==> config.mk <==
export PLATFORM = sky130hd
export DESIGN_NAME = shadow_sync_engine
export DESIGN_NICKNAME = d
export VERILOG_FILES = /design/src/rtl/ssu_pkg.sv /design/src/rtl/ssu_edge_sync.sv /design/src/rtl/ssu_frame_shifter.sv /design/src/rtl/shadow_sync_engine.sv
export SDC_FILE = /design/constraint.sdc
export NUM_CORES = 1
export LEC_CHECK = 0
export ABC_AREA = 1
export ABC_CLOCK_PERIOD_IN_PS = 2900
export BUFFER_PORTS_ARGS = -buffer_cell sky130_fd_sc_hd__buf_2
export CAP_MARGIN = 30
export CORE_ASPECT_RATIO = 1.5
export CORE_MARGIN = 2
export CORE_UTILIZATION = 38
export CTS_CLUSTER_SIZE = 12
export DETAILED_ROUTE_END_ITERATION = 8
export HOLD_SLACK_MARGIN = 0.12
export PLACE_DENSITY = 0.54
export SLEW_MARGIN = 10
export SYNTH_ARGS = -nofsm -noshare
export SYNTH_HDL_FRONTEND = slang
export SYNTH_SLANG_ARGS = --single-unit
==> constraint.sdc <==
create_clock -name clk -period 2.9 [get_ports clk]
set_input_delay 0.29 -clock clk [delete_from_list [all_inputs] [get_ports clk]]
set_output_delay 0.29 -clock clk [all_outputs]
set_load 0.01 [all_outputs]
==> src/rtl/ssu_pkg.sv <==
package ssu_pkg;

   typedef enum logic [2:0] {
      ENG_IDLE,
      ENG_CHECK,
      ENG_SHIFT,
      ENG_WAIT_FALL,
      ENG_STROBE,
      ENG_NEXT
   } eng_state_t;

   typedef enum logic [1:0] {
      SH_IDLE,
      SH_LOW,
      SH_HIGH,
      SH_LATCH
   } sh_state_t;

   // Visit order: neighbouring pairs swapped, an unpaired last entry stays put.
   function automatic int unsigned visit_slot(int unsigned k, int unsigned n);
      int unsigned partner;
      partner = k ^ 32'd1;
      return (partner < n) ? partner : k;
   endfunction

endpackage

==> src/rtl/ssu_edge_sync.sv <==
module ssu_edge_sync #(
   parameter int STAGES = 2
) (
   input  logic clk,
   input  logic rst_n,
   input  logic async_i,
   output logic fall_o
);
   logic [STAGES:0] pipe_q;

   initial begin
      if (STAGES < 2) $error("ssu_edge_sync: STAGES must be at least 2");
   end

   always_ff @(posedge clk or negedge rst_n) begin
      if (!rst_n) pipe_q <= '0;
      else        pipe_q <= {pipe_q[STAGES-1:0], async_i};
   end

   // Synchronised level is pipe_q[STAGES-1]; pipe_q[STAGES] is its previous value.
   assign fall_o = pipe_q[STAGES] & ~pipe_q[STAGES-1];
endmodule

==> src/rtl/ssu_frame_shifter.sv <==
module ssu_frame_shifter #(
   parameter int FW        = 16,
   parameter bit MSB_FIRST = 1'b1
) (
   input  logic          clk,
   input  logic          rst_n,
   input  logic          go_i,
   input  logic [FW-1:0] frame_i,
   output logic          sclk_o,
   output logic          sdata_o,
   output logic          rclk_o,
   output logic          done_o
);
   import ssu_pkg::*;

   localparam int CW = $clog2(FW);

   sh_state_t     st_q;
   logic [FW-1:0] sr_q;
   logic [FW-1:0] sr_shift;
   logic [CW-1:0] cnt_q;
   logic          head_load;
   logic          head_next;

   generate
      if (MSB_FIRST) begin : g_msb
         assign sr_shift  = {sr_q[FW-2:0], 1'b0};
         assign head_load = frame_i[FW-1];
         assign head_next = sr_q[FW-2];
      end else begin : g_lsb
         assign sr_shift  = {1'b0, sr_q[FW-1:1]};
         assign head_load = frame_i[0];
         assign head_next = sr_q[1];
      end
   endgenerate

   always_ff @(posedge clk or negedge rst_n) begin
      if (!rst_n) begin
         st_q    <= SH_IDLE;
         sr_q    <= '0;
         cnt_q   <= '0;
         sclk_o  <= 1'b0;
         sdata_o <= 1'b0;
         rclk_o  <= 1'b0;
         done_o  <= 1'b0;
      end else begin
         done_o <= 1'b0;
         unique case (st_q)
            SH_IDLE: begin
               if (go_i) begin
                  sr_q    <= frame_i;
                  sdata_o <= head_load;
                  cnt_q   <= '0;
                  st_q    <= SH_LOW;
               end
            end
            SH_LOW: begin
               sclk_o <= 1'b1;
               st_q   <= SH_HIGH;
            end
            SH_HIGH: begin
               sclk_o <= 1'b0;
               if (cnt_q == CW'(FW-1)) begin
                  rclk_o  <= 1'b1;
                  sdata_o <= 1'b0;
                  st_q    <= SH_LATCH;
               end else begin
                  cnt_q   <= cnt_q + 1'b1;
                  sr_q    <= sr_shift;
                  sdata_o <= head_next;
                  st_q    <= SH_LOW;
               end
            end
            SH_LATCH: begin
               rclk_o <= 1'b0;
               done_o <= 1'b1;
               st_q   <= SH_IDLE;
            end
            default: st_q <= SH_IDLE;
         endcase
      end
   end
endmodule

==> src/rtl/shadow_sync_engine.sv <==
module shadow_sync_engine #(
   parameter int NREG        = 10,
   parameter int DW          = 8,
   parameter int AW          = 5,
   parameter int STROBE_LEN  = 16,
   parameter int SYNC_STAGES = 2,
   parameter bit MSB_FIRST   = 1'b1
) (
   input  logic              clk,
   input  logic              rst_n,
   input  logic              start_i,
   input  logic              force_i,
   input  logic [NREG*DW-1:0] regs_i,
   input  logic              chip_clk_i,
   output logic              busy_o,
   output logic              sclk_o,
   output logic              sdata_o,
   output logic              rclk_o,
   output logic              wr_n_o
);
   import ssu_pkg::*;

   localparam int IW  = (NREG > 1) ? $clog2(NREG) : 1;
   localparam int FW  = 2 * DW;
   localparam int SCW = $clog2(STROBE_LEN + 1);

   initial begin
      if (NREG < 2 || NREG > (1 << AW)) $error("shadow_sync_engine: NREG out of range");
      if (AW >= DW)                     $error("shadow_sync_engine: AW must leave room for the reset bit");
      if (STROBE_LEN < 2)               $error("shadow_sync_engine: STROBE_LEN too short");
   end

   eng_state_t     st_q;
   logic [IW-1:0]  k_q;
   logic [IW-1:0]  slot;
   logic [DW-1:0]  live;
   logic [DW-1:0]  shadow_q [NREG];
   logic [FW-1:0]  frame_q;
   logic [SCW-1:0] scnt_q;
   logic           go_q;
   logic           force_q;
   logic           init_q;
   logic           pass_q;
   logic           shift_done;
   logic           chip_fall;

   assign slot = IW'(visit_slot(32'(k_q), NREG));
   assign live = regs_i[32'(slot)*DW +: DW];

   ssu_edge_sync #(.STAGES(SYNC_STAGES)) u_sync (
      .clk    (clk),
      .rst_n  (rst_n),
      .async_i(chip_clk_i),
      .fall_o (chip_fall)
   );

   ssu_frame_shifter #(.FW(FW), .MSB_FIRST(MSB_FIRST)) u_shift (
      .clk    (clk),
      .rst_n  (rst_n),
      .go_i   (go_q),
      .frame_i(frame_q),
      .sclk_o (sclk_o),
      .sdata_o(sdata_o),
      .rclk_o (rclk_o),
      .done_o (shift_done)
   );

   always_ff @(posedge clk or negedge rst_n) begin
      if (!rst_n) begin
         st_q    <= ENG_IDLE;
         k_q     <= '0;
         frame_q <= '0;
         scnt_q  <= '0;
         go_q    <= 1'b0;
         force_q <= 1'b0;
         init_q  <= 1'b1;
         pass_q  <= 1'b0;
         wr_n_o  <= 1'b1;
         for (int r = 0; r < NREG; r++) shadow_q[r] <= '0;
      end else begin
         go_q <= 1'b0;
         unique case (st_q)
            ENG_IDLE: begin
               if (init_q) begin
                  init_q  <= 1'b0;
                  frame_q <= '0;
                  go_q    <= 1'b1;
                  st_q    <= ENG_SHIFT;
               end else if (start_i) begin
                  k_q     <= '0;
                  force_q <= force_i;
                  pass_q  <= 1'b1;
                  st_q    <= ENG_CHECK;
               end
            end
            ENG_CHECK: begin
               if (force_q || live != shadow_q[slot]) begin
                  shadow_q[slot] <= live;
                  frame_q <= {{(DW-AW){1'b1}}, AW'(slot), live};
                  go_q    <= 1'b1;
                  st_q    <= ENG_SHIFT;
               end else begin
                  st_q <= ENG_NEXT;
               end
            end
            ENG_SHIFT: begin
               if (shift_done) st_q <= ENG_WAIT_FALL;
            end
            ENG_WAIT_FALL: begin
               if (chip_fall) begin
                  wr_n_o <= 1'b0;
                  scnt_q <= '0;
                  st_q   <= ENG_STROBE;
               end
            end
            ENG_STROBE: begin
               if (scnt_q == SCW'(STROBE_LEN-1)) begin
                  wr_n_o <= 1'b1;
                  st_q   <= pass_q ? ENG_NEXT : ENG_IDLE;
               end else begin
                  scnt_q <= scnt_q + 1'b1;
               end
            end
            ENG_NEXT: begin
               if (k_q == IW'(NREG-1)) begin
                  pass_q <= 1'b0;
                  st_q   <= ENG_IDLE;
               end else begin
                  k_q  <= k_q + 1'b1;
                  st_q <= ENG_CHECK;
               end
            end
            default: st_q <= ENG_IDLE;
         endcase
      end
   end

   assign busy_o = (st_q != ENG_IDLE);
endmodule

Word level (Yosys, flattened, before mapping)

Index checks and enable logic that the tools add are counted.

Logic and storage cells: 139
Bits in registers: 141
Output and inout port bits: 5

Reductions and logical operators: 22
Add/subtract/negate cells: 3
Multiplexer cells: 52
Shift-type cells: 1
Equality and inequality tests: 26
Magnitude comparators: 3
Bitwise operators: 5

Operators with widths:

| cell                  | count |
|---|---|
| $bwmux W80            | 1 |
| $shiftx A80 B8 Y8     | 1 |
| $bmux W8 S4           | 1 |
| $demux W8 S4          | 1 |
| $mux W16              | 2 |
| $pmux W16 S2          | 1 |
| $mux W15              | 2 |
| $pmux W15 S2          | 1 |
| $mux W8               | 3 |
| $ne A2 B2 Y1 const B  | 11 |
| $mux W3               | 7 |
| $mux W4               | 5 |
| $pmux W3 S6           | 1 |
| $pmux W4 S2           | 2 |
| $reduce_and A3 Y1     | 5 |
| $mux W1               | 13 |
| $pmux W1 S2           | 6 |
| $reduce_and A4 Y1     | 3 |
| $reduce_bool A2 Y1    | 6 |
| $mux W5               | 2 |
| $pmux W5 S2           | 1 |
| $add A4 B1 Y4 const B | 2 |
| $eq A4 B4 Y1 const B  | 2 |
| $ne A8 B8 Y1          | 1 |
| other kinds (23)      | 32 |

Longest topological paths before layout

Gate-level depths: netlist of run 1.

Depth in word-level cells: 11
Depth in mapped cells: 23
Gate-level depth less buffers: 21

Modules after synthesis

Synthesis of run 1 repeated with hierarchy kept, for this count alone.

Cells, all modules: 1211
Area, all modules: 8446.9 um2

By module, submodules not included:

| module             | area each (um2) | cells each | times used |
|---|---|---|---|
| shadow_sync_engine | 7021.7          | 1047       | 1 |
| ssu_frame_shifter  | 1340.0          | 159        | 1 |
| ssu_edge_sync      | 85.1            | 5          | 1 |

Worst setup path before layout of run 1

OpenSTA, ideal clock, no wires.

Path kind: register -> register
Start point: reg k_q[1]
End point: reg frame_q[14]
Library setup time: 128 ps
Buffers on the path: 5
Stages on the path, launching flop included: 22
Required time: 2772 ps
Path slack: 346 ps
Arrival time: 2427 ps
Clock period less this slack: 2554 ps
Cell sequence: dfrtp_1 -> buf_4 -> o21ai_2 -> nand2_2 -> nand2_2 -> buf_6 -> buf_6 -> nand2_1 -> nand2_1 -> nand2_1 -> nand2_1 -> nand2_1 -> nand3_1 -> inv_2 -> nand2_1 -> nand3_1 -> nor2_1 -> nand3_2 -> buf_6 -> nand2_4 -> buf_4 -> o21ai_0

Longest elaborated chain between the ends: 10

RTL lines:

| what                                                 | RTL line                  | source |
|---|---|---|
| from (decl)                                          | shadow_sync_engine.sv:34  | `logic [IW-1:0] k_q;` |
| from (signal assigned)                               | shadow_sync_engine.sv:129 | `k_q <= k_q + 1'b1;` |
| branches (longest 6 deep; another with $lt A4 B4 Y1) | --                        |  |
| $ne A8 B8 Y1 *                                       | shadow_sync_engine.sv:97  | `if (force_q \|\| live != shadow_q[slot]) begin` |
| $logic_or A1 B1 Y1 *                                 | shadow_sync_engine.sv:97  |  |
| $ne A2 B2 Y1 (no source line) *                      | --                        |  |
| $reduce_and A3 Y1 (no source line) *                 | --                        |  |
| to (signal assigned)                                 | shadow_sync_engine.sv:99  | `frame_q <= {{(DW-AW){1'b1}}, AW'(slot), live};` |
| to (decl)                                            | shadow_sync_engine.sv:38  | `logic [FW-1:0] frame_q;` |

Mark *: on every way between the ends. The select of a mux whose other input is x is not followed.
A chain may end at the register's enable or synchronous reset.

Worst setup path in the final report of run 1

Start point: reg k_q[1]
End point: reg shadow_q[3] (netlist bit)

Longest elaborated chain between the ends: 9

RTL lines:

| what                                                 | RTL line                 | source |
|---|---|---|
| branches (longest 9 deep; another with $lt A4 B4 Y1) | --                       |  |
| to (signal, indexed assignment)                      | shadow_sync_engine.sv:98 | `shadow_q[slot] <= live;` |
| to (decl)                                            | shadow_sync_engine.sv:37 | `logic [DW-1:0] shadow_q [NREG];` |

Several ways; the timed one is not identified. The select of a mux whose other input is x is not followed.

==> impl_metrics.env, run 1 <==
export IMPL_status="complete, but fails checks"
export IMPL_violations="setup timing"
export IMPL_crit_start="k_q[1]"
export IMPL_hold_ws_ns=0.273
export IMPL_firstDrtPassIters=6
export IMPL_pre_cts_ws_ns=-0.00503
export IMPL_area_growth_pct=26.9
export IMPL_num_vias=7885
export IMPL_r2r_end="shadow_q[3]"
export IMPL_io_pins=90
export IMPL_yosys_cell_types_count=39
export IMPL_hold_viol_final=0
export IMPL_yosysMostFrequentCell="nand2_1"
export IMPL_crit_reg2reg_launch="k_q[1]"
export IMPL_power_density_nw_per_um2=1150
export IMPL_clkPwrFrac_pct=16.8
export IMPL_core_um2=21000
export IMPL_synth_common_cells="nand2_1 (404), inv_1 (141), dfrtp_1 (136), nor2_1 (86), o21ai_1 (74)"
export IMPL_worstHoldPathCells=3
export IMPL_finalNetCount=1376
export IMPL_ys_ff_latch=138
export IMPL_p_sw_share_pct=46.9
export IMPL_grt_pass1_vias=7611
export IMPL_syn_instance_count=1142
export IMPL_clk_path_buf_depth=2
export IMPL_grt_max_degree=63
export IMPL_dieArea_um2=22500
export IMPL_worstMarginPinSlew_ns=0.625
export IMPL_yosys_top_cells_area="dfrtp_1 (42%), nand2_1 (19%), inv_1 (6.5%)"
export IMPL_grt_total_usage_pct=24.7
export IMPL_place_congestion=0.920
export IMPL_syn_area_um2=8090
export IMPL_synth_top_flop_cell="dfrtp_1"
export IMPL_relSlewSlack_pct=58.3
export IMPL_ys_seq_area_share_pct=42.7
export IMPL_async_reset_ff_share_pct=100
export IMPL_cp_common_cell="nand2_1"
export IMPL_leakage_nw=5.35
export IMPL_finalCritPeriodShare_pct=102
export IMPL_arrival_ns=3.31
export IMPL_max_stage_delay_ns=0.43
export IMPL_synth_area_leader_cell="dfrtp_1"
export IMPL_required_ns=3.26
export IMPL_critPathMaxFanout=8
export IMPL_final_max_slew_violation_count=0
export IMPL_crit_type="reg -> reg"
export IMPL_cts_buffers=17
export IMPL_cap_violations=0
export IMPL_setup_slack_ns=-0.0459
export IMPL_clk_latency_ns=0.44
export IMPL_max_freq_ghz=0.339
export IMPL_n_antenna_cell=0
export IMPL_rows=65
export IMPL_drc_errors=0
export IMPL_cp_end_kind="register"
export IMPL_portBuffers=89
export IMPL_start_kind="register"
export IMPL_reg2reg_setup_slack_ns=-0.05
export IMPL_htreeDepth=4
export IMPL_peakVddDrop_mv=0.605
export IMPL_cp_slowest_cell="dfrtp_1"
export IMPL_holdCritPathClass="in -> reg"
export IMPL_syn_avg_cell_area_um2=7.08
export IMPL_power_frac_seq_pct=25.4
export IMPL_p_int_mw=6.29
export IMPL_hold_end="pass_q"
export IMPL_start_util_pct=38.5
export IMPL_dieHeight_um=183
export IMPL_overflow=0
export IMPL_pwr_share_comb_pct=57.8
export IMPL_final_antenna_net_count=0
export IMPL_antenna_found_initial=0
export IMPL_wl_per_cell_um=17.7
export IMPL_dpl_cell_area_um2=9160
export IMPL_hpwl_mm=19.3
export IMPL_grt_setup_unrepaired="yes"
export IMPL_final_setup_viol_count=22
export IMPL_syn_nets=1235
export IMPL_grt_pass1_wl_mm=41.4
export IMPL_cts_tree="built"
export IMPL_tns_ns=-0.404
export IMPL_rr_worst_depth=19
export IMPL_clkTransAtPathRegs_ns=0.06
export IMPL_drt_wl_total_mm=27.7
export IMPL_fin_util_pct=48.9
export IMPL_finClkSkew_ns=0.00904
export IMPL_cts_root_buf="clkbuf_16"
export IMPL_stdcell_area_um2=10300
export IMPL_synth_warnings=0
export IMPL_min_period_ns=2.95
export IMPL_drive_above_1_share_pct=21.7
export IMPL_hp_start="start_i"
export IMPL_routed_via_density=5.04
export IMPL_synth_edf_count=0
export IMPL_first_iter_violations=614
export IMPL_die_w_um=123
export IMPL_p_sw_mw=5.56
export IMPL_cts_sinks=138
export IMPL_path_cells="inv_2 > nand2_4 > nand3_4 > nand2_4 > buf_12 > nor2_4 > buf_6 > inv_2 > o211ai_1 > nand2_1 > nand2_1 > nand3_2 > nor2_2 > nand3_2 > buf_4 > clkbuf_16 > nand3b_2 > nand2_1 > o21ai_1"
export IMPL_synth_top_area_share_pct=42.1
==> worst max-delay path: cells and delay by family, from the launching register on <==
family,cells,cell delay (ns)
AO/OA/AOI/OAI,2,0.36
flip-flops,1,0.43
AND/OR/NAND/NOR,11,1.24
buffers and inverters,6,0.81
==> timing repair <==
action | in CTS | in global routing
hold buffers | 3 | 0
setup buffers | 0 | 8
pin swaps | 0 | 22
resized for setup | 2 | 83
hold endpoints to repair | 60 | 0
cloned | 0 | 10
setup endpoints to repair | 9 | 94
==> placed cells by master, fill, tap and decap left out, drive strengths merged <==
cell         Yosys  layout
nand4           10      10
a31oi            8       8
o31ai            2       2
nand2          413     413
o21bai           1       1
nor3             6       6
mux2i            1       1
nand3           69      69
ha               8       8
a21oi           13      13
o22ai            3       3
inv            146     147
clkbuf          22      26
clkinv           0       6
dfstp            2       2
buf             34     166
or2              6       6
and3             1       1
dlygate4sd3      0       3
o211ai          12      12
a32o             1       1
dfrtp          136     136
nand3b          19      21
a22o             1       1
o21ai          139     139
nor2            89      89
clkinvlp         0       5
==> cell type report <==
| class | count | area, um2 |
|---|---|---|
| clock buffers | 19 | 453 |
| clock inverters | 12 | 76.3 |
| fillers | 2143 | 10700 |
| inverters | 146 | 548 |
| multi-input cells | 804 | 3980 |
| flip-flops and latches | 138 | 3460 |
| well taps | 268 | 335 |
| repair buffers | 176 | 1420 |
==> metal layers <==
metal / track usage (%) / part of all wire [%]
met4: 10.8 / 3.6
met1: 29.8 / 41
met5: 0 / 0
met3: 3.88 / 4.5
met2: 42.8 / 51
==> stage by stage <==
stage | power (mW) | std cells
2_1_floorplan | 6.79 | 1142
3_3_place_gp | 9.05 | 1511
3_5_place_dp | 9.07 | 1511
4_1_cts | 11.1 | 1545
5_1_grt | 12.7 | 1563
6_report | 11.8 | 1563
==> worst max path at each step <==
stage,end
after floorplan,frame_q[14]
after global placement,shadow_q[14]
after detailed placement,shadow_q[21]
after CTS,shadow_q[11]
after global routing,shadow_q[8]
final,shadow_q[3]
==> sequential cells by signal, indices dropped and copies added, names as in the netlist, 2 cells and up <==
signal and flops:
st_q 3, scnt_q 5, u_shift.sr_q 15, frame_q 13
u_shift.cnt_q 4, shadow_q 80, u_shift.st_q 2, u_sync.pipe_q 3
k_q 4
==> kinds of logic after synthesis <==
| logic type | count (synthesis) | synth area share, % |
|---|---|---|
| muxes | 1 | 0.124 |
| DFF | 138 | 42.7 |
| buffers and inverters | 202 | 11.0 |
| and+or+nand+nor | 613 | 33.0 |
| AOI/OAI and AO/OA | 180 | 11.9 |
| adders and majority gates | 8 | 1.24 |
==> power groups by stage <==
stage	sequential (mW)	clock, mW	combinational (mW)
6_report	3.00	1.99	6.85
3_5_place_dp	3.02	0	6.05
3_3_place_gp	3.01	0	6.03
2_1_floorplan	2.93	0	3.86
5_1_grt	3.08	2.11	7.55
4_1_cts	2.99	2.02	6.10
Power figures use the tool's default switching activity.
==> run 2, diff against run 1 <==
Settings changed: ABC_CLOCK_PERIOD_IN_PS 2900 to 3000.
Clock period 2.9 ns to 3 ns, I/O delays scaled along.
==> run 2 against run 1 <==
Via count decreased by 2.9%. Global-route usage fell by 0.76 points. Largest power group unchanged. Clock power increased by 9%. Sequential power decreased by 3%. Wire length shrank 7.3%. The flow now finishes without violations. Clock skew is 0.00084 ns higher. Highest routed layer unchanged. Register-to-register slack gained 0.17 ns.
==> impl_metrics.env, run 2 (synthesis results as in run 1) <==
export IMPL_largest_register="shadow_q"
export IMPL_p_total_mw=10.8
export IMPL_stdcell_area_um2=9770
export IMPL_cp_end_kind="register"
export IMPL_dp_cells=1505
export IMPL_cap_violations=0
export IMPL_pre_cts_ws_ns=0.0644
export IMPL_critPathMaxFanout=14
export IMPL_final_cell_mix="nand2_1 (404), inv_1 (141), dfrtp_1 (136), buf_2 (88), nor2_1 (85)"
export IMPL_dieHeight_um=183
export IMPL_finalCritPeriodShare_pct=96.0
export IMPL_dpl_cell_area_um2=9110
export IMPL_leakage_nw=5.15
export IMPL_peakVddDrop_mv=0.505
export IMPL_hold_viol_final=0
export IMPL_drt_wl_total_mm=25.6
export IMPL_rows=65
export IMPL_status="complete, no violations"
export IMPL_clk_path_buf_depth=2
export IMPL_crit_type="reg -> reg"
export IMPL_drc_errors=0
export IMPL_first_iter_violations=568
export IMPL_cts_tree="built"
export IMPL_wl_per_cell_um=16.6
export IMPL_firstDrtPassIters=5
export IMPL_reg2reg_setup_slack_ns=0.12
export IMPL_fin_util_pct=46.6
export IMPL_place_congestion=0.920
export IMPL_arrival_ns=3.17
export IMPL_start_util_pct=38.5
export IMPL_grt_total_usage_pct=23.9
export IMPL_cts_buffers=17
export IMPL_grt_max_degree=53
export IMPL_final_common_cell="nand2_1"
export IMPL_max_freq_ghz=0.347
export IMPL_relSlewSlack_pct=63.8
export IMPL_grt_pass1_vias=7699
export IMPL_fin_cells=1540
export IMPL_start_kind="register"
export IMPL_holdCritPathClass="in -> reg"
export IMPL_area_growth_pct=20.9
export IMPL_final_setup_viol_count=0
export IMPL_required_ns=3.29
export IMPL_cts_sinks=138
export IMPL_grt_setup_unrepaired="no"
export IMPL_drive_above_1_share_pct=17.1
export IMPL_finClkSkew_ns=0.00988
export IMPL_finalNetCount=1353
export IMPL_core_um2=21000
export IMPL_final_antenna_net_count=0
export IMPL_largest_register_ff_count=80
export IMPL_n_antenna_cell=0
export IMPL_min_period_ns=2.88
export IMPL_clk_latency_ns=0.42
export IMPL_dieArea_um2=22500
export IMPL_htreeDepth=4
export IMPL_hold_ws_ns=0.177
export IMPL_routed_via_density=4.97
export IMPL_final_max_slew_violation_count=0
export IMPL_num_vias=7654
export IMPL_overflow=0
export IMPL_tns_ns=0
export IMPL_worstMarginPinSlew_ns=0.542
export IMPL_reg_top3="shadow_q x80, u_shift.sr_q x15, frame_q x13"
export IMPL_setup_slack_ns=0.121
export IMPL_fillers=2165
export IMPL_grt_pass1_wl_mm=40.8
export IMPL_portBuffers=89
export IMPL_power_density_nw_per_um2=1110
export IMPL_hpwl_mm=18.9
export IMPL_die_w_um=123
export IMPL_io_pins=90
export IMPL_cts_root_buf="clkbuf_16"
export IMPL_clkTransAtPathRegs_ns=0.06
export IMPL_antenna_found_initial=0
[run 2: changes by cell type in the layout (fill, tap and decap cells not counted), moves of 6 or more]
cell       delta
nor2_2        -7
clkbuf_16     -7
buf_6         -8
o21ai_0       +8
nand2_2      -15
o21ai_1       -6
nor2_1       +10
nand2_1      +21
[run 2: final cells by class]
class	count	area, um2	share of cell area (%)
repair buffers	155	1070	11.0
clock buffers	18	429	4.39
multi-input cells	802	3760	38.5
clock inverters	13	170	1.74
flip-flops and latches	138	3460	35.4
well taps	268	335	3.43
inverters	146	548	5.61
[run 2: what timing repair did]
action	CTS	global route
endpoints found under the setup margin	0	95
endpoints found under the hold margin	49	0
resized for setup	0	6
buffers inserted	0	1
hold buffers	2	0
[run 2: worst paths after layout]
kind | from | end | depth (start not counted)
worst min register to register | u_sync.pipe_q[0] | u_sync.pipe_q[1] | 0
worst max register to register | k_q[1] | shadow_q[14] | 18
max in group asynchronous | rst_n | shadow_q[24] | 3
min in group asynchronous | rst_n | scnt_q[2] | 2
worst min-delay path | force_i | force_q | 3
worst max-delay path | k_q[1] | shadow_q[14] | 18
[run 2: critical path, cell delays in order (launching register included)]
cell	delay [ns]
dfrtp_1	0.42
inv_2	0.10
nand2_2	0.09
nand3_2	0.08
nand2_2	0.08
buf_12	0.16
nor2_2	0.13
buf_4	0.16
inv_1	0.05
o211ai_1	0.33
nand2_1	0.13
nand2_1	0.09
nand3_1	0.06
nor2_1	0.12
nand3_2	0.12
buf_12	0.17
nand3b_1	0.19
buf_4	0.18
o21ai_0	0.08
[run 2: per-layer routing]
layer,global-route usage (%),wire (um),up-vias
met5,0,0,-
met4,8.23,747,0
met3,3.09,1040,45
met2,42.9,13100,195
met1,29.0,10700,3580
li1,-,-,3834
[run 2: report_power, final]
group / internal, mW / total, mW / switching [mW]
logic: 2.03 / 5.77 / 3.73
clock network: 1.31 / 2.17 / 0.860
registers: 2.54 / 2.90 / 0.358
